`config.mk`:
```
export PLATFORM = sky130hd
export DESIGN_NAME = cid_access_filter
export DESIGN_NICKNAME = d
export VERILOG_FILES = /design/src/rtl/cidf_pkg.sv /design/src/rtl/cidf_regfile.sv /design/src/rtl/cidf_sema.sv /design/src/rtl/cidf_decide.sv /design/src/rtl/cid_access_filter.sv
export SDC_FILE = /design/constraint.sdc
export NUM_CORES = 1
export LEC_CHECK = 0
export ABC_AREA = 1
export BUFFER_PORTS_ARGS = -buffer_cell sky130_fd_sc_hd__clkbuf_2
export CORE_MARGIN = 10
export CORE_UTILIZATION = 45
export DETAILED_ROUTE_END_ITERATION = 12
export PLACE_DENSITY = 0.62
export SLEW_MARGIN = 15
export SYNTH_ARGS = -nofsm -noshare
export SYNTH_HDL_FRONTEND = slang
export SYNTH_HIERARCHICAL = 1
export SYNTH_SLANG_ARGS = --single-unit
```
`constraint.sdc`:
```
create_clock -name clk -period 1.4 [get_ports clk]
set_input_delay 0.14 -clock clk [delete_from_list [all_inputs] [get_ports clk]]
set_output_delay 0.14 -clock clk [all_outputs]
set_load 0.01 [all_outputs]
```
`src/rtl/cidf_pkg.sv`:
```
package cidf_pkg;

  localparam int CID_W = 3;
  localparam int NCID  = 1 << CID_W;

  // Stored fields of one CID configuration register
  typedef struct packed {
    logic [NCID-1:0]  allow;
    logic [CID_W-1:0] scid;
    logic             semen;
    logic             cfen;
  } cidcfg_t;

  // Semaphore state of one resource
  typedef struct packed {
    logic             held;
    logic [CID_W-1:0] owner;
  } sema_t;

  function automatic logic [31:0] cfg_to_word(input cidcfg_t c);
    logic [31:0] w;
    w           = '0;
    w[0]        = c.cfen;
    w[1]        = c.semen;
    w[6:4]      = c.scid;
    w[16+:NCID] = c.allow;
    return w;
  endfunction

  function automatic cidcfg_t word_to_cfg(input logic [31:0] w);
    cidcfg_t c;
    c.cfen  = w[0];
    c.semen = w[1];
    c.scid  = w[6:4];
    c.allow = w[16+:NCID];
    return c;
  endfunction

  function automatic logic [31:0] sema_to_word(input sema_t s);
    logic [31:0] w;
    w      = '0;
    w[0]   = s.held;
    w[6:4] = s.owner;
    return w;
  endfunction

  // Priority-ordered rule chain for an in-range resource
  function automatic logic rule_chain(input logic             stat_busy,
                                      input logic             res_secure,
                                      input logic             rq_secure,
                                      input cidcfg_t          c,
                                      input sema_t            s,
                                      input logic [CID_W-1:0] cid);
    if (stat_busy)                 return 1'b0;
    if (res_secure && !rq_secure)  return 1'b0;
    if (!c.cfen)                   return 1'b1;
    if (!c.semen)                  return (cid == c.scid);
    if (!c.allow[cid])             return 1'b0;
    return s.held && (s.owner == cid);
  endfunction

endpackage

```
`src/rtl/cidf_regfile.sv`:
```
module cidf_regfile
  import cidf_pkg::*;
#(
  parameter int NUM_RES = 6,
  parameter int ADDR_W  = 12
) (
  input  logic                       clk,
  input  logic                       rst_n,
  input  logic                       reg_en,
  input  logic                       reg_we,
  input  logic [ADDR_W-1:0]          reg_addr,
  input  logic [31:0]                reg_wdata,
  input  logic                       reg_secure,
  input  logic [1:0]                 iso_status,
  input  sema_t   [NUM_RES-1:0]      sema_st,
  output logic    [NUM_RES-1:0]      sec_q,
  output cidcfg_t [NUM_RES-1:0]      cfg_q,
  output logic    [1:0]              status_q,
  output logic    [NUM_RES-1:0]      sem_wr,
  output logic [31:0]                reg_rdata
);

  localparam int SEC_OFF  = 'h300;
  localparam int STAT_OFF = 'h084;
  localparam int CID_OFF  = 'h30C;
  localparam int SEM_OFF  = 'h310;
  localparam int STRIDE   = 8;

  logic               hit_sec, hit_stat;
  logic [NUM_RES-1:0] hit_cid, hit_sem;
  logic               wr_any, wr_cfg_ok;
  logic [31:0]        rd_mux;

  always_comb begin
    hit_sec  = (reg_addr == ADDR_W'(SEC_OFF));
    hit_stat = (reg_addr == ADDR_W'(STAT_OFF));
    for (int i = 0; i < NUM_RES; i++) begin
      hit_cid[i] = (reg_addr == ADDR_W'(CID_OFF + STRIDE * i));
      hit_sem[i] = (reg_addr == ADDR_W'(SEM_OFF + STRIDE * i));
    end
  end

  assign wr_any    = reg_en && reg_we;
  assign wr_cfg_ok = wr_any && reg_secure;
  assign sem_wr    = {NUM_RES{wr_any}} & hit_sem;

  always_ff @(posedge clk or negedge rst_n) begin
    if (!rst_n) begin
      sec_q    <= '0;
      cfg_q    <= '0;
      status_q <= '0;
    end else begin
      status_q <= iso_status;
      if (wr_cfg_ok && hit_sec) sec_q <= reg_wdata[NUM_RES-1:0];
      for (int i = 0; i < NUM_RES; i++)
        if (wr_cfg_ok && hit_cid[i]) cfg_q[i] <= word_to_cfg(reg_wdata);
    end
  end

  always_comb begin
    rd_mux = '0;
    if (hit_sec)  rd_mux[NUM_RES-1:0] = sec_q;
    if (hit_stat) rd_mux[1:0]         = status_q;
    for (int i = 0; i < NUM_RES; i++) begin
      if (hit_cid[i]) rd_mux = cfg_to_word(cfg_q[i]);
      if (hit_sem[i]) rd_mux = sema_to_word(sema_st[i]);
    end
  end

  always_ff @(posedge clk or negedge rst_n) begin
    if (!rst_n)                reg_rdata <= '0;
    else if (reg_en && !reg_we) reg_rdata <= rd_mux;
  end

  logic unused_wdata;
  assign unused_wdata = ^{reg_wdata[31:24], reg_wdata[15:7], reg_wdata[3:2]};

  // non-secure writes leave configuration untouched
  a_r10_nonsec_cfg_kept: assert property (@(posedge clk) disable iff (!rst_n)
    (wr_any && !reg_secure) |=> ($stable(sec_q) && $stable(cfg_q)));

  // no read keeps read data stable
  a_r12_rdata_hold: assert property (@(posedge clk) disable iff (!rst_n)
    !(reg_en && !reg_we) |=> $stable(reg_rdata));

endmodule

```
`src/rtl/cidf_sema.sv`:
```
module cidf_sema
  import cidf_pkg::*;
(
  input  logic             clk,
  input  logic             rst_n,
  input  logic             wr,
  input  logic             wbit,
  input  logic [CID_W-1:0] wcid,
  input  logic             sem_mode,
  input  logic [NCID-1:0]  allow,
  output sema_t            st
);

  logic take_ok, rel_ok;

  assign take_ok = wr && wbit && !st.held && sem_mode && allow[wcid];
  assign rel_ok  = wr && !wbit && st.held && (st.owner == wcid);

  always_ff @(posedge clk or negedge rst_n) begin
    if (!rst_n) begin
      st <= '0;
    end else if (take_ok) begin
      st.held  <= 1'b1;
      st.owner <= wcid;
    end else if (rel_ok) begin
      st.held  <= 1'b0;
      st.owner <= '0;
    end
  end

  // a held semaphore is not retaken
  a_r8_no_steal: assert property (@(posedge clk) disable iff (!rst_n)
    (st.held && wr && wbit) |=> (st.held && $stable(st.owner)));

  // only the recorded CID releases
  a_r9_foreign_release: assert property (@(posedge clk) disable iff (!rst_n)
    (st.held && wr && !wbit && (wcid != st.owner)) |=> (st.held && $stable(st.owner)));

  a_r9_release_clears: assert property (@(posedge clk) disable iff (!rst_n)
    rel_ok |=> (!st.held && (st.owner == '0)));

  // a CID off the allow-list never takes
  a_r6_blocked_take: assert property (@(posedge clk) disable iff (!rst_n)
    (!st.held && wr && wbit && !allow[wcid]) |=> !st.held);

  // a successful take records the writer
  a_r7_take_records: assert property (@(posedge clk) disable iff (!rst_n)
    take_ok |=> (st.held && (st.owner == $past(wcid))));

endmodule

```
`src/rtl/cidf_decide.sv`:
```
module cidf_decide
  import cidf_pkg::*;
#(
  parameter int NUM_RES = 6,
  parameter int RES_W   = 3
) (
  input  logic                  clk,
  input  logic                  rst_n,
  input  logic                  req_valid,
  input  logic [RES_W-1:0]      req_res,
  input  logic [CID_W-1:0]      req_cid,
  input  logic                  req_secure,
  input  logic [NUM_RES-1:0]    sec_q,
  input  cidcfg_t [NUM_RES-1:0] cfg_q,
  input  sema_t   [NUM_RES-1:0] sema_st,
  input  logic [1:0]            status_q,
  output logic                  resp_valid,
  output logic                  resp_grant,
  output logic                  resp_deny
);

  logic             in_range;
  logic [RES_W-1:0] idx;
  logic             ok_now;

  assign in_range = (int'(req_res) < NUM_RES);
  assign idx      = in_range ? req_res : '0;
  assign ok_now   = in_range &&
                    rule_chain(status_q != 2'b00, sec_q[idx], req_secure,
                               cfg_q[idx], sema_st[idx], req_cid);

  always_ff @(posedge clk or negedge rst_n) begin
    if (!rst_n) begin
      resp_valid <= 1'b0;
      resp_grant <= 1'b0;
    end else begin
      resp_valid <= req_valid;
      resp_grant <= req_valid && ok_now;
    end
  end

  assign resp_deny = resp_valid && !resp_grant;

  // one-cycle response, grant only within a response
  a_r1_resp_follows: assert property (@(posedge clk) disable iff (!rst_n)
    req_valid |=> resp_valid);
  a_r1_no_spurious: assert property (@(posedge clk) disable iff (!rst_n)
    !req_valid |=> !resp_valid);
  a_r1_grant_in_resp: assert property (@(posedge clk) disable iff (!rst_n)
    resp_grant |-> resp_valid);

  // out-of-range index denied
  a_r2_range_deny: assert property (@(posedge clk) disable iff (!rst_n)
    (req_valid && (int'(req_res) >= NUM_RES)) |=> resp_deny);

  // secure resource refuses non-secure requests
  a_r3_secure_deny: assert property (@(posedge clk) disable iff (!rst_n)
    (req_valid && in_range && sec_q[idx] && !req_secure) |=> resp_deny);

  // not-ready status denies all
  a_r11_busy_deny: assert property (@(posedge clk) disable iff (!rst_n)
    (req_valid && (status_q != 2'b00)) |=> resp_deny);

endmodule

```
`src/rtl/cid_access_filter.sv`:
```
module cid_access_filter
  import cidf_pkg::*;
#(
  parameter int NUM_RES = 6,
  parameter int ADDR_W  = 12,
  parameter int RES_W   = $clog2(NUM_RES + 1)
) (
  input  logic              clk,
  input  logic              rst_n,
  input  logic              reg_en,
  input  logic              reg_we,
  input  logic [ADDR_W-1:0] reg_addr,
  input  logic [31:0]       reg_wdata,
  input  logic [2:0]        reg_cid,
  input  logic              reg_secure,
  output logic [31:0]       reg_rdata,
  input  logic [1:0]        iso_status,
  input  logic              req_valid,
  input  logic [RES_W-1:0]  req_res,
  input  logic [2:0]        req_cid,
  input  logic              req_secure,
  output logic              resp_valid,
  output logic              resp_grant,
  output logic              resp_deny
);

  logic    [NUM_RES-1:0] sec_q;
  cidcfg_t [NUM_RES-1:0] cfg_q;
  sema_t   [NUM_RES-1:0] sema_st;
  logic    [NUM_RES-1:0] sem_wr;
  logic    [1:0]         status_q;

  cidf_regfile #(.NUM_RES(NUM_RES), .ADDR_W(ADDR_W)) u_regs (
    .clk        (clk),
    .rst_n      (rst_n),
    .reg_en     (reg_en),
    .reg_we     (reg_we),
    .reg_addr   (reg_addr),
    .reg_wdata  (reg_wdata),
    .reg_secure (reg_secure),
    .iso_status (iso_status),
    .sema_st    (sema_st),
    .sec_q      (sec_q),
    .cfg_q      (cfg_q),
    .status_q   (status_q),
    .sem_wr     (sem_wr),
    .reg_rdata  (reg_rdata)
  );

  for (genvar g = 0; g < NUM_RES; g++) begin : g_sema
    cidf_sema u_sema (
      .clk      (clk),
      .rst_n    (rst_n),
      .wr       (sem_wr[g]),
      .wbit     (reg_wdata[0]),
      .wcid     (reg_cid),
      .sem_mode (cfg_q[g].cfen && cfg_q[g].semen),
      .allow    (cfg_q[g].allow),
      .st       (sema_st[g])
    );
  end

  cidf_decide #(.NUM_RES(NUM_RES), .RES_W(RES_W)) u_decide (
    .clk        (clk),
    .rst_n      (rst_n),
    .req_valid  (req_valid),
    .req_res    (req_res),
    .req_cid    (req_cid),
    .req_secure (req_secure),
    .sec_q      (sec_q),
    .cfg_q      (cfg_q),
    .sema_st    (sema_st),
    .status_q   (status_q),
    .resp_valid (resp_valid),
    .resp_grant (resp_grant),
    .resp_deny  (resp_deny)
  );

endmodule

```
==> results.toml, run 1 <==
[run_status]
status = "finished, violations left"
violations = "setup timing"

[logic_synthesis]
synth_sequential_area_ratio_pct = 37.81
postSynthRegisterBits = 127
synth_largest_type_area_fraction_pct = 37.81
synth_flop_cell = "dfrtp_1"
synthesis.area_um2 = 8404
post-synth-top-area-cell = "dfrtp_1"
synthesis.area_per_instance_um2 = 7.004
async_reset_ff_share_pct = 100.0
postSynthCellCount = 1200
synth_area_leaders = "dfrtp_1 38%, nand2_1 19%, nand3_1 8.2%, o21ai_0 4.4%, inv_1 4.0%"
yosys.cell_types.count = 45
synth-edff-count = 0
ys_warn_count = 6

[critical_path]
critical-path-max-stage-delay_ps = 440
reg2reg_slack_ps = -130
crit_path_end_kind = "register"
timing_worst_setup_path_type = "reg -> reg"
timing.critical_path.required_ps = 1720
rr_endpoint = "u_regs/reg_rdata[0]"
crit_path_start_kind = "register"
critical_path_buf_inv_count = 0
worst_r2r_startpoint = "g_sema[0].u_sema/st[3]"
cp_max_fanout = 3
crit_path_top_delay_cell = "dfrtp_2"
cell_class_contributing_the_biggest_share_of_worst_path_delay = "simple AND/OR/NAND/NOR gates"
rr_worst_depth = 9
worst-endpoint-arrival_ps = 1850
critical_path.cell_chain = "and3_4 > nor2_4 > nand3_2 > nor2_1 > nand4_1 > nor2_1 > nand4_1 > nand2_1 > nand2_1"

[timing]
rsz0062_at_grt = "yes"
drv_slew = 0
fin_crit_sh_pct = 109.0
setup_violations = 9
post_route_worst_setup_slack_ps = -125.9
post-route-min-period_ps = 1526
worst_slew_margin_rel_pct = 65.09
holdWs_ps = 59.76
finClkSkew_ps = 10.21
max_slew.worst_pin.slew_ps = 523.6
timing.setup.tns_ps = -279.4
fmax_ghz = 0.6554
timing.final.hold_violations = 0

[routing]
drt-initial-drc-count = 897
detailroute.via_count = 9157
first_pass_iters = 6
detail-route-antenna-nets = 0
drt-met1-wl_mm = 12.51
post-route-drc-count = 0
met2_wirelength_mm = 14.55
vias_per_cell = 5.412
route.final.wire_length_mm = 30.59
met3WireLength_mm = 2.486
highest-signal-layer = "met4"
routed_wire_per_std_cell_um = 18.08

[placed_design]
gpl.final_weighted_congestion = 0.9680
dp_cells = 1635
placement.io_buffers = 62
dpl.hpwl_mm = 22.31

[clock_network]
cts_inserted_buffers = 17
clock_latency_ps = 430
clock_slew_seen_by_the_registers_of_the_worst_setup_and_hold_paths_ps = 60
cts_sinks = 127
cts-htree-levels = 4
clock_tree.root_cell = "clkbuf_16"
cts-root-to-sink-buffers = 2
cts_tree = "built"

[floorplan]
floorplan.core_area_um2 = 18150
fp-row-count = 49
die_height_um = 156.7
design.portCount = 97
initial_core_util_pct = 46.31
dieWidth_um = 156.7
die-area_um2 = 24540

[power_and_ir_drop]
internal_power_uw = 6731
combinationalPowerShare_pct = 12.4
powerDensity_nw_per_um2 = 804.2
leakage_uw = 0.005864
power_frac_clock_pct = 48.1
switching_part_of_the_total_power_pct = 27.86
power.net_switching_uw = 2600
totalPowerFinal_uw = 9331
ir_drop_uv = 820.5
share_seq_of_total_power_pct = 39.5

[hold_path]
worst_hold_startpoint = "reg_wdata[18]"
hold_path.class = "in -> reg"
min_delay_path_depth = 3
timing.hold.worst_endpoint = "u_regs/cfg_q[33]"

[finish]
layout_commonest_cell = "nand2_1"
most_frequent_cells_in_the_layout = "414 x nand2_1, 187 x buf_4, 125 x dfrtp_1"
nNetsFinal = 1512
antenna-diode-count = 0
post_route_cells_drive_above_1_share_pct = 32.33
multi_input_area_um2 = 4950
stdcell_count = 1692
fillerInstances = 1591
synthToLayoutAreaGrowth_pct = 38.05
final_core_density_pct = 63.93
ff_latch_area_um2 = 3181

[grt]
grt_first_pass_wirelength_mm = 47.40
total_gr_overflow = 0
grt_util_all_layers_pct = 24.58
pin_count_of_the_biggest_net_entering_global_routing = 60
initial_antenna_violation_count = 0
number_of_global_route_vias_before_repair = 8759

[flow_run]
cap_violations = 0
[cell usage after synthesis (5+ instances only)]
cell type,number
inv_1,90
buf_6,8
inv_2,15
nor2_2,5
nor2_4,5
a221oi_1,10
nand3_1,137
o21ai_1,27
nor3_1,15
nand4_1,12
dfrtp_1,127
clkbuf_1,12
nand3_2,22
a21boi_2,6
a21oi_1,27
nand3b_1,6
buf_2,15
nor3b_2,6
xnor2_1,18
buf_4,21
nand2_1,434
o21ai_0,74
inv_4,6
nand2_2,17
nor2_1,54
[power groups by stage]
stage	clock network (µW)	registers, µW	logic (µW)
after floorplan	0	3750	563
after global placement	0	3750	1050
after detailed placement	0	3750	1060
after CTS	4530	3680	1100
after global routing	4690	3680	1250
final	4480	3690	1160
[worst min-delay path: stages]
cell and delay (ps):
clkbuf_2 70, inv_1 90, o21ai_1 140
[per-layer routing]
metal / vias to the layer above / GRT usage, %
met5: - / 0
met4: 0 / 10.16
met3: 78 / 5.482
met2: 440 / 39.88
met1: 4252 / 31.02
li1: 4387 / -
[through the flow]
stage          setup WS [ps]  area (µm²)
3_3_place_gp          -514.6       10340
3_5_place_dp          -540.6       10340
4_1_cts               -88.01       11170
2_1_floorplan         -187.4        8568
5_1_grt               -193.4       11600
6_report              -125.9       11600
[layout make-up]
cell class                 instances  area share [%]
multi-input combinational        919           42.66
sequential                       127           27.41
timing repair buffer             273           18.42
inverter                         112           3.990
clock buffer                      18           3.699
tap                              229           2.470
clock inverter                    14           1.348
[worst max-delay path by stage]
stage	cells past startpoint	to	slack [ps]	start
6_report	9	u_regs/reg_rdata[0]	-130	g_sema[0].u_sema/st[3]
4_1_cts	9	u_regs/reg_rdata[0]	-90	g_sema[0].u_sema/st[3]
2_1_floorplan	13	g_sema[5].u_sema/st[0]	-190	reg_addr[11]
3_5_place_dp	12	u_regs/reg_rdata[1]	-540	reg_addr[7]
3_3_place_gp	11	u_regs/reg_rdata[1]	-510	reg_addr[1]
5_1_grt	10	u_regs/reg_rdata[0]	-190	u_regs/sec_q[0]
[flip-flops by register name (all words and copies together), names as in the netlist]
| name | cells |
|---|---|
| u_decide/resp_valid | 1 |
| g_sema.u_sema/st | 24 |
| u_regs/sec_q | 6 |
| u_decide/resp_grant | 1 |
| u_regs/cfg_q | 78 |
| u_regs/status_q | 2 |
| u_regs/reg_rdata | 15 |
[timing repair]
action / 4_1_cts / 5_1_grt
buffers inserted: 8 / 15
endpoints found under the hold margin: 133 / 0
setup endpoints to repair: 24 / 49
hold buffers: 6 / 0
gates resized for setup: 36 / 82
pin swaps: 27 / 61
[kinds of logic (layout without fill, tap and decap cells)]
| kind of cell | Yosys count | after routing | share of synthesized area [%] |
|---|---|---|---|
| and+or+nand+nor | 725 | 725 | 39.38 |
| buffers and inverters | 170 | 417 | 9.915 |
| AOI/OAI and AO/OA | 157 | 157 | 10.70 |
| DFF | 127 | 127 | 37.81 |
| xor gates and xnor gates | 18 | 18 | 1.876 |
| muxes | 2 | 2 | 0.2680 |
| other | 1 | 17 | 0.04462 |
Note: power is estimated with default switching activity, not from simulation.
==> run 2: changes to the inputs <==
--- a/config.mk
+++ b/config.mk
@@ -6,11 +6,11 @@
 export NUM_CORES = 1
 export LEC_CHECK = 0
 export ABC_AREA = 1
-export BUFFER_PORTS_ARGS = -buffer_cell sky130_fd_sc_hd__clkbuf_2
+export BUFFER_PORTS_ARGS = -buffer_cell sky130_fd_sc_hd__buf_2
 export CORE_MARGIN = 10
-export CORE_UTILIZATION = 45
+export CORE_UTILIZATION = 31
 export DETAILED_ROUTE_END_ITERATION = 12
-export PLACE_DENSITY = 0.62
+export PLACE_DENSITY = 0.46
 export SLEW_MARGIN = 15
 export SYNTH_ARGS = -nofsm -noshare
 export SYNTH_HDL_FRONTEND = slang
==> run 2 against run 1 <==
Effect of this change: critical path type unchanged; total power is 2.0% higher; die area is 39% higher; count of clock-buffer cells in the layout stayed put; the run still ends with setup timing left; global-route usage is 5.3 points lower; utilization is 19 points lower; final cell count is 7.3% higher; hold slack better by 11 ps; setup slack worse by 68 ps; non-clock buffer count is 11 higher; critical path depth is 1 higher; clock skew is 1.7 ps lower; highest routed layer unchanged; final area is 3.2% higher.
==> results.toml, run 2 (same netlist as run 1, synthesis figures left out) <==
[finish]
finalInstanceArea_um2 = 11970
synthToLayoutAreaGrowth_pct = 42.47
largest_register_ffs = 78
most_frequent_cells_in_the_layout = "406 x nand2_1, 186 x buf_4, 125 x dfrtp_1"
top_register = "u_regs/cfg_q"
nNetsFinal = 1523
biggestRegsByFlops = "u_regs/cfg_q: 78 flops, g_sema.u_sema/st: 24 flops, u_regs/reg_rdata: 15 flops"
post_route_cells_drive_above_1_share_pct = 33.24
layout_commonest_cell = "nand2_1"
antenna-diode-count = 0

[timing]
setup_violations = 16
fin_crit_sh_pct = 113.8
holdWs_ps = 70.64
timing.setup.tns_ps = -815.5
timing.final.hold_violations = 0
fmax_ghz = 0.6275
rsz0062_at_grt = "yes"
post_route_worst_setup_slack_ps = -193.5
drv_slew = 0
finClkSkew_ps = 8.516
post-route-min-period_ps = 1594

[grt]
number_of_global_route_vias_before_repair = 8780
initial_antenna_violation_count = 0
met3_usage_grt_pct = 2.973
total_gr_overflow = 0
grt_first_pass_wirelength_mm = 50.60
grt_util_all_layers_pct = 19.31
grt_use_met1_pct = 25.23
met2_usage_pct = 31.92
pin_count_of_the_biggest_net_entering_global_routing = 35
grt-busiest-layer = "met2"

[routing]
detail-route-antenna-nets = 0
drt-initial-drc-count = 620
route.final.wire_length_mm = 32.80
post-route-drc-count = 0
routed_wire_per_std_cell_um = 18.07
vias_per_cell = 4.882
first_pass_iters = 5
detailroute.via_count = 8860

[floorplan]
die-area_um2 = 34100
fp-row-count = 60
die_height_um = 184.7
floorplan.core_area_um2 = 26800
initial_core_util_pct = 31.36
dieWidth_um = 184.7
design.portCount = 97

[run_status]
status = "finished, violations left"
violations = "setup timing"

[placed_design]
dpl.hpwl_mm = 24.44
placement.io_buffers = 62
gpl.final_weighted_congestion = 0.8967
detailed_place.area_um2 = 10630

[clock_network]
clock_latency_ps = 440
cts-root-to-sink-buffers = 2
cts_inserted_buffers = 17
cts-htree-levels = 4
cts_tree = "built"
cts_sinks = 127
clock_slew_seen_by_the_registers_of_the_worst_setup_and_hold_paths_ps = 60
clock_tree.root_cell = "clkbuf_16"

[critical_path]
critical_path.cell_chain = "nand3_2 > nand3_2 > nor2_4 > nand3_2 > nor2_2 > nand4_1 > nor2_1 > nand4_1 > nand2_1 > nand2_1"
cp_max_fanout = 2
timing_worst_setup_path_type = "reg -> reg"
crit_path_top_delay_cell = "dfrtp_1"
worst-endpoint-arrival_ps = 1930
timing.critical_path.required_ps = 1730
critical-path-top-cell-by-count = "nand3_2"
critical-path-max-stage-delay_ps = 420
crit_path_start_kind = "register"
crit_path_end_kind = "register"

[hold_path]
hold_path.class = "in -> reg"

[flow_run]
cap_violations = 0

[power_and_ir_drop]
totalPowerFinal_uw = 9518
ir_drop_uv = 723.0
leakage_uw = 0.005980
powerDensity_nw_per_um2 = 794.9
==> run 2: cell count changes in the layout (fill, tap and decap cells not counted), sizes merged <==
cell | previous run | this run
inv | 114 | 115
clkinvlp | 1 | 2
clkinv | 9 | 7
clkbuf | 76 | 18
buf | 209 | 278
==> run 2: area by class of cell <==
class / count / area, µm²
fillers: 2803 / 14830
multi-input cells: 919 / 4987
flip-flops and latches: 127 / 3181
repair buffers: 284 / 2320
inverters: 112 / 462.9
clock buffers: 18 / 439.2
well taps: 341 / 426.7
clock inverters: 14 / 157.7
==> run 2: stage by stage <==
step / setup WS [ps] / util, % / std cells
final: -193.5 / 44.68 / 1815
after global routing: -216.8 / 44.68 / 1815
after CTS: -149.4 / 42.87 / 1802
after detailed placement: -552.3 / 39.67 / 1757
after global placement: -548.3 / 39.67 / 1757
after floorplan: -187.4 / - / 1216
==> run 2: power breakdown <==
part / total [µW] / switching [µW] / internal [µW]
Sequential: 3680 / 6.67 / 3680
Clock: 4640 / 1940 / 2700
Combinational: 1200 / 780 / 415
Total: 9520 / 2730 / 6790
==> run 2: timing repair <==
| action | in CTS | in global routing |
|---|---|---|
| endpoints found under the hold margin | 118 | 0 |
| setup buffers | 7 | 13 |
| pin swaps | 36 | 61 |
| setup endpoints to repair | 27 | 32 |
| resized for setup | 37 | 90 |
| hold buffers | 6 | 0 |
==> run 2: metal layers <==
metal | wire length (µm) | share of wire, %
met5 | 0 | 0
met4 | 754 | 2.3
met3 | 1312 | 4.0
met2 | 15720 | 48
met1 | 15010 | 46
==> run 2: critical path: cells and delay by family, from the launching register on <==
family | cells | cell delay [ps]
DFF | 1 | 420
and+or+nand+nor | 10 | 1090
==> run 2: final timing paths <==
path	from	endpoint	cells after the start	slack [ps]
worst max-delay path	u_regs/sec_q[0]	u_regs/reg_rdata[0]	10	-190
worst min-delay path	reg_wdata[18]	u_regs/cfg_q[33]	3	70
worst max register to register	u_regs/sec_q[0]	u_regs/reg_rdata[0]	10	-190
worst min register to register	u_regs/reg_rdata[16]	u_regs/reg_rdata[16]	2	470
max in group asynchronous	rst_n	u_regs/sec_q[3]	3	620
min in group asynchronous	rst_n	u_regs/cfg_q[18]	2	180
